$ cat src/rtl/zol_pkg.sv
package zol_pkg;
  typedef enum logic {
    MODE_COUNT = 1'b0,
    MODE_COND  = 1'b1
  } loop_mode_e;
endpackage

$ cat src/rtl/zol_stack.sv
module zol_stack #(
  parameter int AW    = 16,
  parameter int CW    = 16,
  parameter int DEPTH = 4
) (
  input  logic          clk,
  input  logic          rst,
  input  logic          en,
  input  logic          push,
  input  logic          pop,
  input  logic          dec,
  input  logic [AW-1:0] push_start,
  input  logic [AW-1:0] push_end,
  input  logic [CW-1:0] push_cnt,
  input  logic          push_mode,
  output logic [AW-1:0] top_start,
  output logic [AW-1:0] top_end,
  output logic [CW-1:0] top_cnt,
  output logic          top_mode,
  output logic          empty,
  output logic          full
);
  localparam int PW = $clog2(DEPTH + 1);
  localparam int IW = (DEPTH > 1) ? $clog2(DEPTH) : 1;

  logic [PW-1:0] sp;
  logic [AW-1:0] st_start [DEPTH];
  logic [AW-1:0] st_end   [DEPTH];
  logic [CW-1:0] st_cnt   [DEPTH];
  logic          st_mode  [DEPTH];
  logic [IW-1:0] wr_idx, top_idx;

  assign wr_idx  = IW'(sp);
  assign top_idx = IW'(sp - PW'(1));
  assign empty   = (sp == '0);
  assign full    = (sp == PW'(DEPTH));

  always_ff @(posedge clk) begin
    if (rst) begin
      sp <= '0;
    end else if (en) begin
      if (push)     sp <= sp + PW'(1);
      else if (pop) sp <= sp - PW'(1);
    end
  end

  // entry storage: no reset, written at one port, read at the top
  always_ff @(posedge clk) begin
    if (en) begin
      if (push) begin
        st_start[wr_idx] <= push_start;
        st_end[wr_idx]   <= push_end;
        st_cnt[wr_idx]   <= push_cnt;
        st_mode[wr_idx]  <= push_mode;
      end else if (dec) begin
        st_cnt[top_idx] <= st_cnt[top_idx] - CW'(1);
      end
    end
  end

  assign top_start = st_start[top_idx];
  assign top_end   = st_end[top_idx];
  assign top_cnt   = st_cnt[top_idx];
  assign top_mode  = st_mode[top_idx];
endmodule

$ cat src/rtl/zol_repeat.sv
module zol_repeat #(
  parameter int RW = 8
) (
  input  logic          clk,
  input  logic          rst,
  input  logic          en,
  input  logic          go,
  input  logic [RW-1:0] cnt,
  output logic          active,
  output logic          last
);
  logic [RW:0] left;
  logic [RW:0] load_val;

  // zero selects the full range 2^RW
  assign load_val = (cnt == '0) ? {1'b1, {RW{1'b0}}} : {1'b0, cnt};
  assign last     = active && (left == (RW+1)'(1));

  always_ff @(posedge clk) begin
    if (rst) begin
      active <= 1'b0;
      left   <= '0;
    end else if (en) begin
      if (go && !active) begin
        active <= 1'b1;
        left   <= load_val;
      end else if (active) begin
        if (left == (RW+1)'(1)) active <= 1'b0;
        left <= left - (RW+1)'(1);
      end
    end
  end
endmodule

$ cat src/rtl/zol_seq.sv
module zol_seq #(
  parameter int AW       = 16,
  parameter int CW       = 16,
  parameter int RW       = 8,
  parameter int DEPTH    = 4,
  parameter int RESET_PC = 0
) (
  input  logic          clk,
  input  logic          rst,
  input  logic          stall_i,
  input  logic          loop_go_i,
  input  logic [AW-1:0] loop_end_i,
  input  logic [CW-1:0] loop_cnt_i,
  input  logic          loop_mode_i,
  input  logic          cond_i,
  input  logic          rpt_go_i,
  input  logic [RW-1:0] rpt_cnt_i,
  output logic [AW-1:0] pc_o,
  output logic          loop_active_o,
  output logic          irq_hold_o,
  output logic          ovf_o
);
  import zol_pkg::*;

  logic          en;
  logic [AW-1:0] pc_q, pc_inc, pc_next;
  logic          ovf_q;
  logic          rpt_active, rpt_last;
  logic [AW-1:0] top_start, top_end;
  logic [CW-1:0] top_cnt;
  logic          top_mode;
  logic          st_empty, st_full;
  logic          cmd_ok, do_loop, do_rpt, advance, at_end, exit_now;
  logic          take_back, do_pop, do_dec, do_push, do_ovf;

  assign en      = !stall_i;
  assign pc_inc  = pc_q + AW'(1);
  assign cmd_ok  = !rpt_active;
  assign do_loop = loop_go_i && cmd_ok;
  assign do_rpt  = rpt_go_i && cmd_ok && !loop_go_i;
  assign advance = !rpt_active || rpt_last;

  assign at_end   = !st_empty && advance && !do_loop && !do_rpt && (pc_q == top_end);
  assign exit_now = (loop_mode_e'(top_mode) == MODE_COND) ? cond_i : (top_cnt == CW'(1));

  assign take_back = at_end && !exit_now;
  assign do_pop    = at_end && exit_now;
  assign do_dec    = take_back && (loop_mode_e'(top_mode) == MODE_COUNT);
  assign do_push   = do_loop && !st_full;
  assign do_ovf    = do_loop && st_full;

  always_comb begin
    if (!advance)      pc_next = pc_q;
    else if (take_back) pc_next = top_start;
    else               pc_next = pc_inc;
  end

  always_ff @(posedge clk) begin
    if (rst) begin
      pc_q  <= AW'(RESET_PC);
      ovf_q <= 1'b0;
    end else if (en) begin
      pc_q  <= pc_next;
      ovf_q <= do_ovf;
    end
  end

  zol_stack #(.AW(AW), .CW(CW), .DEPTH(DEPTH)) u_stack (
    .clk        (clk),
    .rst        (rst),
    .en         (en),
    .push       (do_push),
    .pop        (do_pop),
    .dec        (do_dec),
    .push_start (pc_inc),
    .push_end   (loop_end_i),
    .push_cnt   (loop_cnt_i),
    .push_mode  (loop_mode_i),
    .top_start  (top_start),
    .top_end    (top_end),
    .top_cnt    (top_cnt),
    .top_mode   (top_mode),
    .empty      (st_empty),
    .full       (st_full)
  );

  zol_repeat #(.RW(RW)) u_rpt (
    .clk    (clk),
    .rst    (rst),
    .en     (en),
    .go     (do_rpt),
    .cnt    (rpt_cnt_i),
    .active (rpt_active),
    .last   (rpt_last)
  );

  assign pc_o          = pc_q;
  assign loop_active_o = !st_empty;
  assign irq_hold_o    = rpt_active;
  assign ovf_o         = ovf_q;
endmodule

$ cat config.mk
export PLATFORM = sky130hd
export DESIGN_NAME = zol_seq
export DESIGN_NICKNAME = d
export VERILOG_FILES = /design/src/rtl/zol_pkg.sv /design/src/rtl/zol_stack.sv /design/src/rtl/zol_repeat.sv /design/src/rtl/zol_seq.sv
export SDC_FILE = /design/constraint.sdc
export NUM_CORES = 1
export LEC_CHECK = 0
export ABC_CLOCK_PERIOD_IN_PS = 7300
export BUFFER_PORTS_ARGS = -buffer_cell sky130_fd_sc_hd__buf_2
export CORE_MARGIN = 2
export CORE_UTILIZATION = 40
export DETAILED_ROUTE_END_ITERATION = 10
export HOLD_SLACK_MARGIN = 0.05
export PLACE_DENSITY = 0.61
export SYNTH_ARGS = -nofsm -noshare
export SYNTH_HDL_FRONTEND = slang
export SYNTH_SLANG_ARGS = --single-unit
$ cat constraint.sdc
create_clock -name clk -period 7.3 [get_ports clk]
set_clock_uncertainty 0.1 [all_clocks]
set_input_delay 1.825 -clock clk [delete_from_list [all_inputs] [get_ports clk]]
set_output_delay 1.825 -clock clk [all_outputs]
set_load 0.01 [all_outputs]
==> impl_metrics.tcl <==
set metrics [dict create \
    outcome "complete, no violations" \
    cts_root_buf "clkbuf_16" \
    finalWirelength_mm 20.0 \
    globalRouteMet3Util_pct 2.20 \
    syn_nets 683 \
    grt_pass1_vias 5564 \
    initial_core_util_pct 40.6 \
    use_met1_pct 21.8 \
    ff2ff_setup_slack_ps 1540 \
    antenna_cells 0 \
    min_period_over_period_pct 78.8 \
    layout-drive-gt1-share_pct 27.1 \
    fin_util_pct 46.5 \
    path_common_cell "buf_4" \
    synth_top_area_share_pct 59.8 \
    gp_congestion 0.823 \
    reg2reg_to "u_stack.st_cnt[3][8]" \
    clockBufferDepth 3 \
    reg2reg_depth 12 \
    post_cts_buffers 0 \
    yosys.cell_types.count 49 \
    grt_usage_pct 15.4 \
    cp.required_ps 7380 \
    portBuffers 65 \
    grt_max_degree 40 \
    arrival_ps 5840 \
    seq_area_frac_synth_pct 65.9 \
    n_fill_cell 2102 \
    hold_violations 0 \
    ys_async_sr_fraction_pct 0 \
    cellPowerDensity_nw_per_um2 255 \
    avgSynthCellArea_um2 15.7 \
    hold_buffers 0 \
    finalSetupViolCount 0 \
    ant_nets 0 \
    grt_pass1_wl_mm 31.4 \
    fp.dieW_um 161 \
    post-synth-top-count-cell "edfxtp_1" \
    final_area_um2 11300 \
    synth_area_leaders "edfxtp_1, mux4_2, dfxtp_1" \
    path_depth 12 \
    placed_area_um2 10500 \
    drt_iter0_drc 593 \
    dpl.hpwl_mm 12.6 \
    critPathKind "reg -> reg" \
    cts_max_level 1 \
    slew_headroom_pct 30.4 \
    crit_path_start_kind "flop" \
    dr.pass1.iters 5 \
    synth_flop_cell "edfxtp_1" \
    fmax_mhz 174 \
    syn_area_um2 9840 \
    cts.repair.resized 0 \
    path_clk_slew_ps 60 \
    grt_setup_unrepaired "no" \
    cp_cell_sequence "inv_1 -> ha_2 -> buf_4 -> mux4_2 -> xnor2_1 -> nand4_1 -> nor3_1 -> nand3_2 -> buf_4 -> or4_1 -> o31ai_2 -> buf_4" \
    nets 752 \
    startpoint "u_stack.sp[0]" \
    p_leak_uw 0.00382 \
    rows 57 \
    vias 5564 \
    yosysWarnings 0 \
    synthToLayoutAreaGrowth_pct 14.5 \
    cts_tree "built" \
    hp-class "reg -> reg" \
    worst_setup_path_end_kind "flop" \
    synth_area_leader_cell "edfxtp_1" \
    grt_util_met2_pct 25.8 \
    routed_via_density 5.37 \
    coreArea_um2 24200 \
    wl_per_cell_um 19.3 \
    crit_buf_inv 4 \
    cts.sinks 226 \
    ir_drop_mv 0.147 \
    max-cap-violations 0 \
    slowest_delay_ps 980 \
    synth_common_cells "edfxtp_1, mux4_2, nor2_1" \
    syn-instance-count 626 \
    insertion_delay_ps 520 \
    post-route-drc-count 0 \
    crit_family "simple AND/OR/NAND/NOR gates" \
    tightest_slew_ps 1040 \
    cp_max_fo 27 \
    die_height_um 161 \
    die_area_um2 25900 \
    crit_path_top_delay_cell "or4_1" \
    period_minus_slack_ps 5760 \
    reg2reg_from "u_stack.sp[0]" \
    cts_buffers 24 \
    fin_tns_setup_ps 0 \
    min_from "u_rpt.left[1]" \
    worstSetupEndpoint "u_stack.st_cnt[3][8]" \
    antenna_found_initial 0 \
    power_uw 2870 \
    busiest_layer "met2" \
    gr-total-overflow 0 \
    ys_ff_latch 226 \
    synth-edff-count 196 \
    ios 66 \
    final_max_slew_viol_count 0 \
]
[worst min path at each step]
stage	cells past startpoint	to	slack, ps
2_1_floorplan	2	u_rpt.left[1]	350
3_3_place_gp	2	u_rpt.left[1]	370
3_5_place_dp	2	u_rpt.left[7]	400
4_1_cts	2	u_rpt.left[8]	410
5_1_grt	2	u_rpt.left[1]	430
6_report	2	u_rpt.left[1]	410
[final cells by class]
type	count	area, um2	area share (%)
clock buffer	26	608	5.40
clock inverter	18	119	1.05
inverter	13	48.8	0.433
multi-input combinational	352	3180	28.2
sequential	226	6490	57.6
tap	324	405	3.60
timing repair buffer	78	423	3.75
[worst min-delay path, delay by kind of cell, from the launching register on]
family / cells / cell delay [ps]
DFF: 1 / 330
and+or+nand+nor: 1 / 70
AOI/OAI and AO/OA: 1 / 60
[where the power goes]
group          internal, uW  leakage (uW)  switching [uW]
Combinational           125       0.00141             161
Sequential             1440       0.00204            25.6
Clock                   636      0.000364             480
[per-layer routing]
layer	routed length [um]	vias up	share of wire, %
li1	-	2563	-
met1	8910	2828	45
met2	9830	149	49
met3	954	24	4.8
met4	281	0	1.4
met5	0	-	0
[layout by cell type, fill, tap and decap left out, drive strengths merged, types with 10 or more instances in the layout]
cell      n
mux2     18
nor3     14
ha       10
edfxtp  196
mux2i    14
nand3    18
nor2     46
clkinv   16
clkbuf   26
nand2    36
xor2     12
buf      78
dfxtp    30
inv      13
a21oi    12
xnor2    31
mux4     49
[flip-flops by register name (all words and copies together), names as in the netlist]
register,count
ovf_o,1
pc_o,16
u_rpt.active,1
u_rpt.left,9
u_stack.sp,3
u_stack.st_cnt,64
u_stack.st_end,64
u_stack.st_mode,4
u_stack.st_start,64
[through the flow]
| step | hold slack, ps | instances | setup WS [ps] |
|---|---|---|---|
| after CTS | 406 | 1037 | 1490 |
| after global placement | 366 | 993 | 1650 |
| final | 411 | 1037 | 1540 |
| after detailed placement | 397 | 993 | 1530 |
| after floorplan | 345 | 626 | 813 |
| after global routing | 426 | 1037 | 1230 |
[logic make-up after synthesis]
logic type	synth area share, %
compound gates	3.90
xor+xnor	3.83
fa+ha+maj	1.27
buf+inv	2.10
flops	65.9
mux	14.8
simple gates	8.15
Note: power is estimated with default switching activity, not from simulation.
